**config.mk**
```make
export PLATFORM = sky130hd
export DESIGN_NAME = serial_audio_tx
export DESIGN_NICKNAME = d
export VERILOG_FILES = /design/src/rtl/sat_pkg.sv /design/src/rtl/sat_ctrl.sv /design/src/rtl/sat_datapath.sv /design/src/rtl/serial_audio_tx.sv
export SDC_FILE = /design/constraint.sdc
export NUM_CORES = 1
export LEC_CHECK = 0
export CAP_MARGIN = 5
export CORE_UTILIZATION = 41
export DETAILED_ROUTE_END_ITERATION = 8
export REMOVE_ABC_BUFFERS = 1
export SYNTH_ARGS = -nofsm -noshare
export SYNTH_HDL_FRONTEND = slang
export SYNTH_SLANG_ARGS = --single-unit
```
**constraint.sdc**
```tcl
create_clock -name clk -period 5.8 [get_ports clk]
set_input_delay 0.87 -clock clk [delete_from_list [all_inputs] [get_ports clk]]
set_output_delay 0.87 -clock clk [all_outputs]
set_load 0.01 [all_outputs]
```
**src/rtl/sat_pkg.sv**
```systemverilog
package sat_pkg;
  localparam int SAMPLE_W   = 18;
  localparam int NARROW_W   = 16;
  localparam int SLOT_BITS  = 32;
  localparam int SLOT_W     = $clog2(SLOT_BITS);
  localparam int FRAME_BITS = 2 * SLOT_BITS;
  localparam int FRAME_W    = $clog2(FRAME_BITS);

  typedef struct packed {
    logic rightJust;
    logic wide18;
    logic wsInv;
    logic dataInv;
  } frameCfg_t;

  typedef struct packed {
    logic              fallTick;
    logic              frameTick;
    logic              nextRight;
    logic [SLOT_W-1:0] nextBit;
  } strobe_t;
endpackage

```
**src/rtl/sat_ctrl.sv**
```systemverilog
module sat_ctrl
  import sat_pkg::*;
#(
  parameter int BASE_HALF = 2
) (
  input  logic       clk,
  input  logic       rst,
  input  logic [1:0] rateSel,
  output strobe_t    strb,
  output logic       sclkOut,
  output logic       sampleReady
);
  localparam int DIV_W = $clog2(4 * BASE_HALF + 1);
  localparam logic [FRAME_W-1:0] FRAME_LAST = FRAME_W'(FRAME_BITS - 1);

  logic [DIV_W-1:0]   divCnt;
  logic [DIV_W-1:0]   halfLen;
  logic [1:0]         rateReg;
  logic               sclkReg;
  logic [FRAME_W-1:0] bitIdx;
  logic [FRAME_W-1:0] nextIdx;
  logic               edgeNow;
  logic               fallTick;
  logic               frameTick;

  always_comb begin
    case (rateReg)
      2'd0:    halfLen = DIV_W'(4 * BASE_HALF);
      2'd1:    halfLen = DIV_W'(2 * BASE_HALF);
      default: halfLen = DIV_W'(BASE_HALF);
    endcase
  end

  assign edgeNow   = (divCnt == halfLen - DIV_W'(1));
  assign fallTick  = edgeNow && sclkReg;
  assign frameTick = fallTick && (bitIdx == FRAME_LAST);
  assign nextIdx   = bitIdx + FRAME_W'(1);

  always_ff @(posedge clk) begin
    if (rst) begin
      divCnt  <= '0;
      sclkReg <= 1'b0;
      bitIdx  <= FRAME_LAST;
      rateReg <= 2'd0;
    end else begin
      if (edgeNow) begin
        divCnt  <= '0;
        sclkReg <= ~sclkReg;
      end else begin
        divCnt <= divCnt + DIV_W'(1);
      end
      if (fallTick)  bitIdx  <= nextIdx;
      if (frameTick) rateReg <= rateSel;
    end
  end

  assign strb.fallTick  = fallTick;
  assign strb.frameTick = frameTick;
  assign strb.nextRight = nextIdx[FRAME_W-1];
  assign strb.nextBit   = nextIdx[SLOT_W-1:0];
  assign sclkOut        = sclkReg;
  assign sampleReady    = frameTick;

  assert_sclk_fall_R2: assert property (@(posedge clk) disable iff (rst)
    $fell(sclkOut) |-> $past(strb.fallTick));

  assert_ready_single_R8: assert property (@(posedge clk) disable iff (rst)
    sampleReady |=> !sampleReady);
endmodule

```
**src/rtl/sat_datapath.sv**
```systemverilog
module sat_datapath
  import sat_pkg::*;
(
  input  logic                clk,
  input  logic                rst,
  input  strobe_t             strb,
  input  frameCfg_t           cfgIn,
  input  logic                cdromMode,
  input  logic                sampleValid,
  input  logic [SAMPLE_W-1:0] sampleLeft,
  input  logic [SAMPLE_W-1:0] sampleRight,
  output logic                wsOut,
  output logic                sdOut
);
  frameCfg_t           cfgReg;
  frameCfg_t           cfgEff;
  logic [SAMPLE_W-1:0] leftReg;
  logic [SAMPLE_W-1:0] rightReg;
  logic [SAMPLE_W-1:0] word;
  logic [5:0]          firstBit;
  logic [5:0]          winLen;
  logic [5:0]          kExt;
  logic [5:0]          offs;
  logic [4:0]          srcIdx;
  logic                inWin;
  logic                rawBit;

  // Settings sampled at the boundary steer the first bit of the new frame
  assign cfgEff = strb.frameTick ? cfgIn : cfgReg;
  assign word   = strb.nextRight ? rightReg : leftReg;

  always_comb begin
    if (!cfgEff.rightJust) begin
      winLen   = 6'(SAMPLE_W);
      firstBit = 6'd1;
    end else begin
      winLen   = cfgEff.wide18 ? 6'(SAMPLE_W) : 6'(NARROW_W);
      firstBit = 6'(SLOT_BITS) - winLen;
    end
    kExt   = {1'b0, strb.nextBit};
    inWin  = (kExt >= firstBit) && (kExt < firstBit + winLen);
    offs   = kExt - firstBit;
    srcIdx = 5'(SAMPLE_W - 1) - offs[4:0];
    rawBit = inWin ? word[srcIdx] : 1'b0;
  end

  always_ff @(posedge clk) begin
    if (rst) begin
      cfgReg   <= '0;
      leftReg  <= '0;
      rightReg <= '0;
      wsOut    <= 1'b0;
      sdOut    <= 1'b0;
    end else begin
      if (strb.frameTick) begin
        cfgReg   <= cfgIn;
        leftReg  <= sampleValid ? sampleLeft  : '0;
        rightReg <= sampleValid ? sampleRight : '0;
      end
      if (strb.fallTick) begin
        wsOut <= strb.nextRight ^ cfgEff.wsInv;
        sdOut <= cdromMode ? 1'b0 : (rawBit ^ cfgEff.dataInv);
      end
    end
  end

  assert_edge_align_R2: assert property (@(posedge clk) disable iff (rst)
    (!$stable(wsOut) || !$stable(sdOut)) |-> $past(strb.fallTick));

  assert_cdrom_mute_R7: assert property (@(posedge clk) disable iff (rst)
    ($past(strb.fallTick) && $past(cdromMode)) |-> !sdOut);
endmodule

```
**src/rtl/serial_audio_tx.sv**
```systemverilog
module serial_audio_tx
  import sat_pkg::*;
#(
  parameter int BASE_HALF = 2
) (
  input  logic                clk,
  input  logic                rst,
  input  logic [1:0]          rateSel,
  input  logic                rightJust,
  input  logic                wide18,
  input  logic                wsInvert,
  input  logic                dataInvert,
  input  logic                cdromMode,
  input  logic                sampleValid,
  input  logic [SAMPLE_W-1:0] sampleLeft,
  input  logic [SAMPLE_W-1:0] sampleRight,
  output logic                sampleReady,
  output logic                sclkOut,
  output logic                wsOut,
  output logic                sdOut
);
  strobe_t   strb;
  frameCfg_t cfgIn;

  assign cfgIn.rightJust = rightJust;
  assign cfgIn.wide18    = wide18;
  assign cfgIn.wsInv     = wsInvert;
  assign cfgIn.dataInv   = dataInvert;

  sat_ctrl #(.BASE_HALF(BASE_HALF)) u_ctrl (
    .clk(clk), .rst(rst), .rateSel(rateSel),
    .strb(strb), .sclkOut(sclkOut), .sampleReady(sampleReady)
  );

  sat_datapath u_dp (
    .clk(clk), .rst(rst), .strb(strb), .cfgIn(cfgIn),
    .cdromMode(cdromMode), .sampleValid(sampleValid),
    .sampleLeft(sampleLeft), .sampleRight(sampleRight),
    .wsOut(wsOut), .sdOut(sdOut)
  );
endmodule

```
# Yosys cells after proc, flatten, opt, wreduce, memory -nomap -nowiden
# Index checks and enable logic that the tools add are counted.
dict set report word_totals {
  elab_cells 45
  mem_count 0
  register_bits 55
  mem_bits_rw 0
  in_bits 46
  romBits 0
  latchBits 0
}
dict set report op_classes {
  n_eq_ne 3
  n_bitwise 3
  div_mod_pow 0
  n_mul 0
  n_lt_le_gt_ge 3
  shift 0
  mux 12
  reduce_logical 5
  add_sub_neg 7
}
# op count
set ops {}
lappend ops {{$mux 18} 3}
lappend ops {{$mux 6} 2}
lappend ops {{$pmux 4 s2} 1}
lappend ops {{$add 6x1->6 const B} 1}
lappend ops {{$add 6x6->6} 1}
lappend ops {{$eq 6x6->1 const B} 1}
lappend ops {{$ge 5x6->1} 1}
lappend ops {{$lt 5x6->1} 1}
lappend ops {{$lt 5x6->1 const B} 1}
lappend ops {{$sub 6x6->6 const A} 1}
lappend ops {{$bmux 1 s5} 1}
lappend ops {{$sub 5x5->5} 1}
lappend ops {{$sub 5x5->5 const A} 1}
lappend ops {{$add 4x1->4 const B} 1}
lappend ops {{$eq 4x4->1} 1}
lappend ops {{$mux 4} 1}
lappend ops {{$sub 4x1->4 const B} 1}
lappend ops {{$logic_and 1x1->1} 3}
lappend ops {{$mux 1} 3}
lappend ops {{$eq 2x1->1 const B} 1}
lappend ops {{$logic_not 2->1} 1}
lappend ops {{$mux 2} 1}
lappend ops {{$reduce_or 2->1} 1}
lappend ops {{$xor 1x1->1} 2}
lappend ops {{$not 1->1} 1}

# Depth between registers and ports, before layout
dict set report logic_depth {
  word_depth 17
  ltp_mapped 18
  mapped_depth_nobuf 18
}

# By module
# From an unflattened synthesis, not the netlist that was laid out.
dict set report unflattened {
  cells_unflattened 323
  area_unflattened_um2 2906.5
}
# mod area_per_inst_um2 seq_area_each_um2 cells_each instances
set by_module_without_submodules {}
lappend by_module_without_submodules {sat_datapath 2240.9 840.8 251 1}
lappend by_module_without_submodules {sat_ctrl 665.6 260.2 72 1}

# Worst setup path after synthesis
# OpenSTA, ideal clock, no wires.
dict set report synth_timing {
  path_type {reg2reg}
  startpoint {register u_ctrl.bitIdx[0]}
  endpoint {register u_dp.sdOut}
  t_arrival_ns 3.904
  setup_time_ns 0.123
  path_slack_ns 1.773
  path_stages_with_launch 18
  t_required_ns 5.677
  n_path_buf 0
  period_less_slack_ns 4.027
  path_cell_list {dfxtp_1 -> ha_1 -> and3_1 -> nand4_1 -> or3_1 -> and2_1 -> ha_1 -> inv_1 -> ha_1 -> fa_1 -> nor3_1 -> nor2b_1 -> a41oi_1 -> o211ai_1 -> a211o_1 -> o311ai_1 -> a21o_1 -> o211ai_2}
}
dict set report synth_via {
  elab_chain_len 13
  elab_cells_between_ends 20
}
# element line_no
set synth_rtl {}
lappend synth_rtl {{from (decl)} sat_ctrl.sv:20} ;# logic [FRAME_W-1:0] bitIdx;
lappend synth_rtl {{from (signal assigned)} sat_ctrl.sv:52} ;# if (fallTick) bitIdx <= nextIdx;
lappend synth_rtl {{$eq 6x6->1} sat_ctrl.sv:36} ;# assign frameTick = fallTick && (bitIdx == FRAME_LAST);
lappend synth_rtl {{$logic_and 1x1->1} sat_ctrl.sv:36}
lappend synth_rtl {{$mux 4} --}
lappend synth_rtl {{$mux 2} sat_datapath.sv:37} ;# winLen = cfgEff.wide18 ? 6'(SAMPLE_W) : 6'(NARROW_W);
lappend synth_rtl {{$sub 6x6->6} sat_datapath.sv:38} ;# firstBit = 6'(SLOT_BITS) - winLen;
lappend synth_rtl {{$mux 6} sat_datapath.sv:33} ;# if (!cfgEff.rightJust) begin
lappend synth_rtl {{$sub 5x5->5} sat_datapath.sv:42} ;# offs = kExt - firstBit;
lappend synth_rtl {{$sub 5x5->5} sat_datapath.sv:43} ;# srcIdx = 5'(SAMPLE_W - 1) - offs[4:0];
lappend synth_rtl {{$bmux 1 s5} sat_datapath.sv:44} ;# rawBit = inWin ? word[srcIdx] : 1'b0;
lappend synth_rtl {{$mux 1 (implied by the code)} sat_datapath.sv:44}
lappend synth_rtl {{$mux 1} sat_datapath.sv:44}
lappend synth_rtl {{$xor 1x1->1 *} sat_datapath.sv:62} ;# sdOut <= cdromMode ? 1'b0 : (rawBit ^ cfgEff.dataInv);
lappend synth_rtl {{$mux 1 *} sat_datapath.sv:62}
lappend synth_rtl {{to (signal assigned)} sat_datapath.sv:62}
lappend synth_rtl {{to (decl)} sat_datapath.sv:13} ;# output logic sdOut
# Every way passes the cells marked *; elsewhere a longest branch is shown, timed or not. The select of a mux whose other input is x is not followed.
# A chain may end at the register's enable or synchronous reset.

# Worst setup path after layout
# Ends and elaborated chain as after synthesis.

==> flow_metrics.tcl <==
set metrics [dict create \
    finalWorstSetupSlack_ps 1030 \
    fin_setup_tns_ps 0 \
    required_ps 6000 \
    synth_edf_count 0 \
    max_cap_violations 0 \
    r2r_start "u_ctrl.bitIdx[0]" \
    endpoint_kind "register" \
    track_usage_pct 18.5 \
    floorplan.initialDensity_pct 43.1 \
    io_pins 50 \
    synth_warnings 0 \
    hp-start "u_dp.leftReg[11]" \
    path_max_fanout 15 \
    grt_setup_unrepaired "false" \
    synth_cells 361 \
    grt_max_degree 57 \
    drc 0 \
    tightest_slew_ps 1250 \
    dp_cells 484 \
    slew_violations 0 \
    grt_antenna_before_repair 0 \
    overflow 0 \
    yosys.area_share.xor_xnor_pct 5.63 \
    drt-wirelength-per-cell_um 13.5 \
    synth-simple-area-share_pct 24.3 \
    vias 2597 \
    synth_compound_area_share_pct 15.4 \
    root_buffer "clkbuf_8" \
    postCtsSetupBuffers 0 \
    clk_pin_slew_ps 90 \
    ir_drop_mv 0.0934 \
    synth_flop_cell "dfxtp_1" \
    grt_pass1_wl_um 11000 \
    layout.nets 455 \
    slew_headroom_pct 16.1 \
    ff2ff_setup_slack_ps 1030 \
    tritoncts "yes" \
    synthToLayoutAreaGrowth_pct 20.4 \
    ys_seq_area_share_pct 37.0 \
    worstHoldPathType "register to register" \
    final_cells 490 \
    via_per_inst 5.30 \
    dieHeight_um 87.2 \
    port-buffer-count 49 \
    cts_sinks 55 \
    p_leak_nw 1.30 \
    row_count 30 \
    syn_area_mm2 0.00298 \
    htree_levels 2 \
    dp_hpwl_um 4510 \
    ctsResizeCount 0 \
    max_freq_mhz 210 \
    postRouteWirelength_um 6610 \
    period_minus_slack_ps 4770 \
    gp_congestion 0.799 \
    synth-async-reset-ratio_pct 0 \
    clockBufferDepth 2 \
    avgSynthCellArea_um2 8.25 \
    finalHoldViolations 0 \
    postRouteAntennaNets 0 \
    layout-drive-gt1-share_pct 6.35 \
    r2r_end "u_dp.sdOut" \
    setup_violations 0 \
    cp-start-kind "register" \
    total_power_mw 0.630 \
    powerDensity_mw_per_mm2 176 \
    dp_slack_ps 767 \
    dieWidth_um 87.2 \
    synthMuxAreaShare_pct 7.18 \
    holdPathStages 2 \
    clk_latency_ps 310 \
    dieArea_mm2 0.00761 \
    status "completed" \
    fin_util_pct 51.9 \
    core_mm2 0.00691 \
    crit_type "register to register" \
    first_pass_iters 4 \
    fin_skew_ps 5.10 \
    synth-seq-cells 55 \
    yosysUniqueCellTypes 50 \
    cts_buffers 5 \
    timing.final.crit_share_pct 82.3 \
    drtIter0Drc 130 \
    diodes 0 \
    cp.arrival_ps 4970 \
    postCtsHoldBufs 0 \
    grt_pass1_vias 2344 \
    synth_adder_area_share_pct 6.13 \
    holdPathEnd "u_dp.leftReg[11]" \
    reg2regPathDepth 17 \
    synth_top_family_by_area "simple AND/OR/NAND/NOR gates" \
]
[logic make-up after synthesis]
logic type | count (synthesis)
xor+xnor | 17
other cells | 1
fa+ha+maj | 14
flops | 55
simple gates | 151
compound gates | 76
buf+inv | 31
mux | 16
[power breakdown]
part	switching [mW]	leakage [nW]	total, mW	internal [mW]
Sequential	0.00251	0.444	0.382	0.379
Combinational	0.0169	0.825	0.0481	0.0312
Clock	0.119	0.0361	0.200	0.0805
Total	0.139	1.30	0.630	0.491
[metrics by stage]
step | hold WS (ps) | instance area, um^2
after floorplan | 422 | 2880
after global placement | 434 | 3510
after detailed placement | 442 | 3510
after CTS | 457 | 3590
after global routing | 472 | 3590
final | 455 | 3590
[sequential cells by signal, indices dropped and copies added (netlist names)]
signal / count
u_dp.leftReg: 18
u_dp.rightReg: 18
u_ctrl.bitIdx: 6
u_ctrl.divCnt: 4
u_dp.cfgReg: 4
u_ctrl.rateReg: 2
u_ctrl.sclkOut: 1
u_dp.sdOut: 1
u_dp.wsOut: 1
[layer usage]
| layer | wire length, um | up-vias | track usage [%] |
|---|---|---|---|
| li1 | - | 1326 | - |
| met1 | 3250 | 1204 | 25.2 |
| met2 | 3010 | 58 | 29.9 |
| met3 | 242 | 9 | 2.94 |
| met4 | 106 | 0 | 5.66 |
| met5 | 0 | - | 0 |
[worst max-delay path by stage]
stage | cells past startpoint | slack, ps | start | to
floorplan | 3 | 1200 | u_ctrl.divCnt[2] | sampleReady
global placement | 16 | 910 | wide18 | u_dp.sdOut
detailed placement | 16 | 770 | rightJust | u_dp.sdOut
CTS | 17 | 1040 | u_ctrl.bitIdx[0] | u_dp.sdOut
global route | 17 | 700 | u_ctrl.bitIdx[0] | u_dp.sdOut
finish | 17 | 1030 | u_ctrl.bitIdx[0] | u_dp.sdOut
[cell type report]
| type | count | area (um^2) |
|---|---|---|
| Timing Repair Buffer | 52 | 508 |
| Multi-Input combinational cell | 275 | 1760 |
| Inverter | 6 | 22.5 |
| Sequential cell | 55 | 1100 |
| Clock inverter | 1 | 7.51 |
| Tap cell | 96 | 120 |
| Fill cell | 701 | 3320 |
| Clock buffer | 5 | 68.8 |
[synth_stat cells (all sizes together), types with 2 or more instances]
| cell | instances | area, um^2 |
|---|---|---|
| and3 | 3 | 23.8 |
| nand2 | 59 | 221 |
| xor2 | 8 | 70.1 |
| dfxtp | 55 | 1100 |
| ha | 13 | 163 |
| nor2 | 14 | 52.6 |
| mux4 | 4 | 90.1 |
| o22ai | 2 | 12.5 |
| a21oi | 48 | 244 |
| o21ai | 6 | 30.0 |
| nand4 | 3 | 18.8 |
| mux2 | 3 | 33.8 |
| nand2b | 9 | 56.3 |
| o211ai | 5 | 47.5 |
| nor3 | 7 | 35.0 |
| and2 | 3 | 18.8 |
| buf | 4 | 25.0 |
| clkbuf | 21 | 78.8 |
| mux2i | 9 | 90.1 |
| nor3b | 2 | 15.0 |
| or3 | 2 | 12.5 |
| nand3b | 3 | 22.5 |
| nand3 | 37 | 185 |
| xnor2 | 9 | 97.6 |
| a21o | 4 | 30.0 |
| o311ai | 2 | 17.5 |
| inv | 6 | 22.5 |
| nor2b | 5 | 31.3 |
[layout by cell type, fill, tap and decap left out, types with 2 or more instances in the layout]
| master | instances |
|---|---|
| a21o_1 | 4 |
| a21oi_1 | 47 |
| and2_1 | 3 |
| and3_1 | 2 |
| buf_4 | 3 |
| clkbuf_8 | 5 |
| clkdlybuf4s50_1 | 48 |
| dfxtp_1 | 55 |
| ha_1 | 13 |
| inv_1 | 6 |
| mux2_2 | 3 |
| mux2i_1 | 9 |
| mux4_2 | 4 |
| nand2_1 | 59 |
| nand2b_1 | 9 |
| nand3_1 | 37 |
| nand3b_1 | 3 |
| nand4_1 | 3 |
| nor2_1 | 14 |
| nor2b_1 | 5 |
| nor3_1 | 7 |
| nor3b_1 | 2 |
| o211ai_1 | 3 |
| o211ai_2 | 2 |
| o21ai_0 | 6 |
| o22ai_1 | 2 |
| or3_1 | 2 |
| xnor2_1 | 8 |
| xor2_1 | 8 |
[worst max-delay path, cell delays in order, from the launching register on]
cell	delay, ps
dfxtp_1	430
ha_1	250
and3_1	230
nand4_1	150
or3_1	430
and2_1	240
ha_1	310
inv_1	40
ha_1	210
fa_1	780
nor3_1	120
nor2b_1	160
a41oi_1	190
o211ai_1	120
a211o_1	320
o311ai_1	410
a21o_1	180
o211ai_2	60
Note: power is estimated with default switching activity, not from simulation.
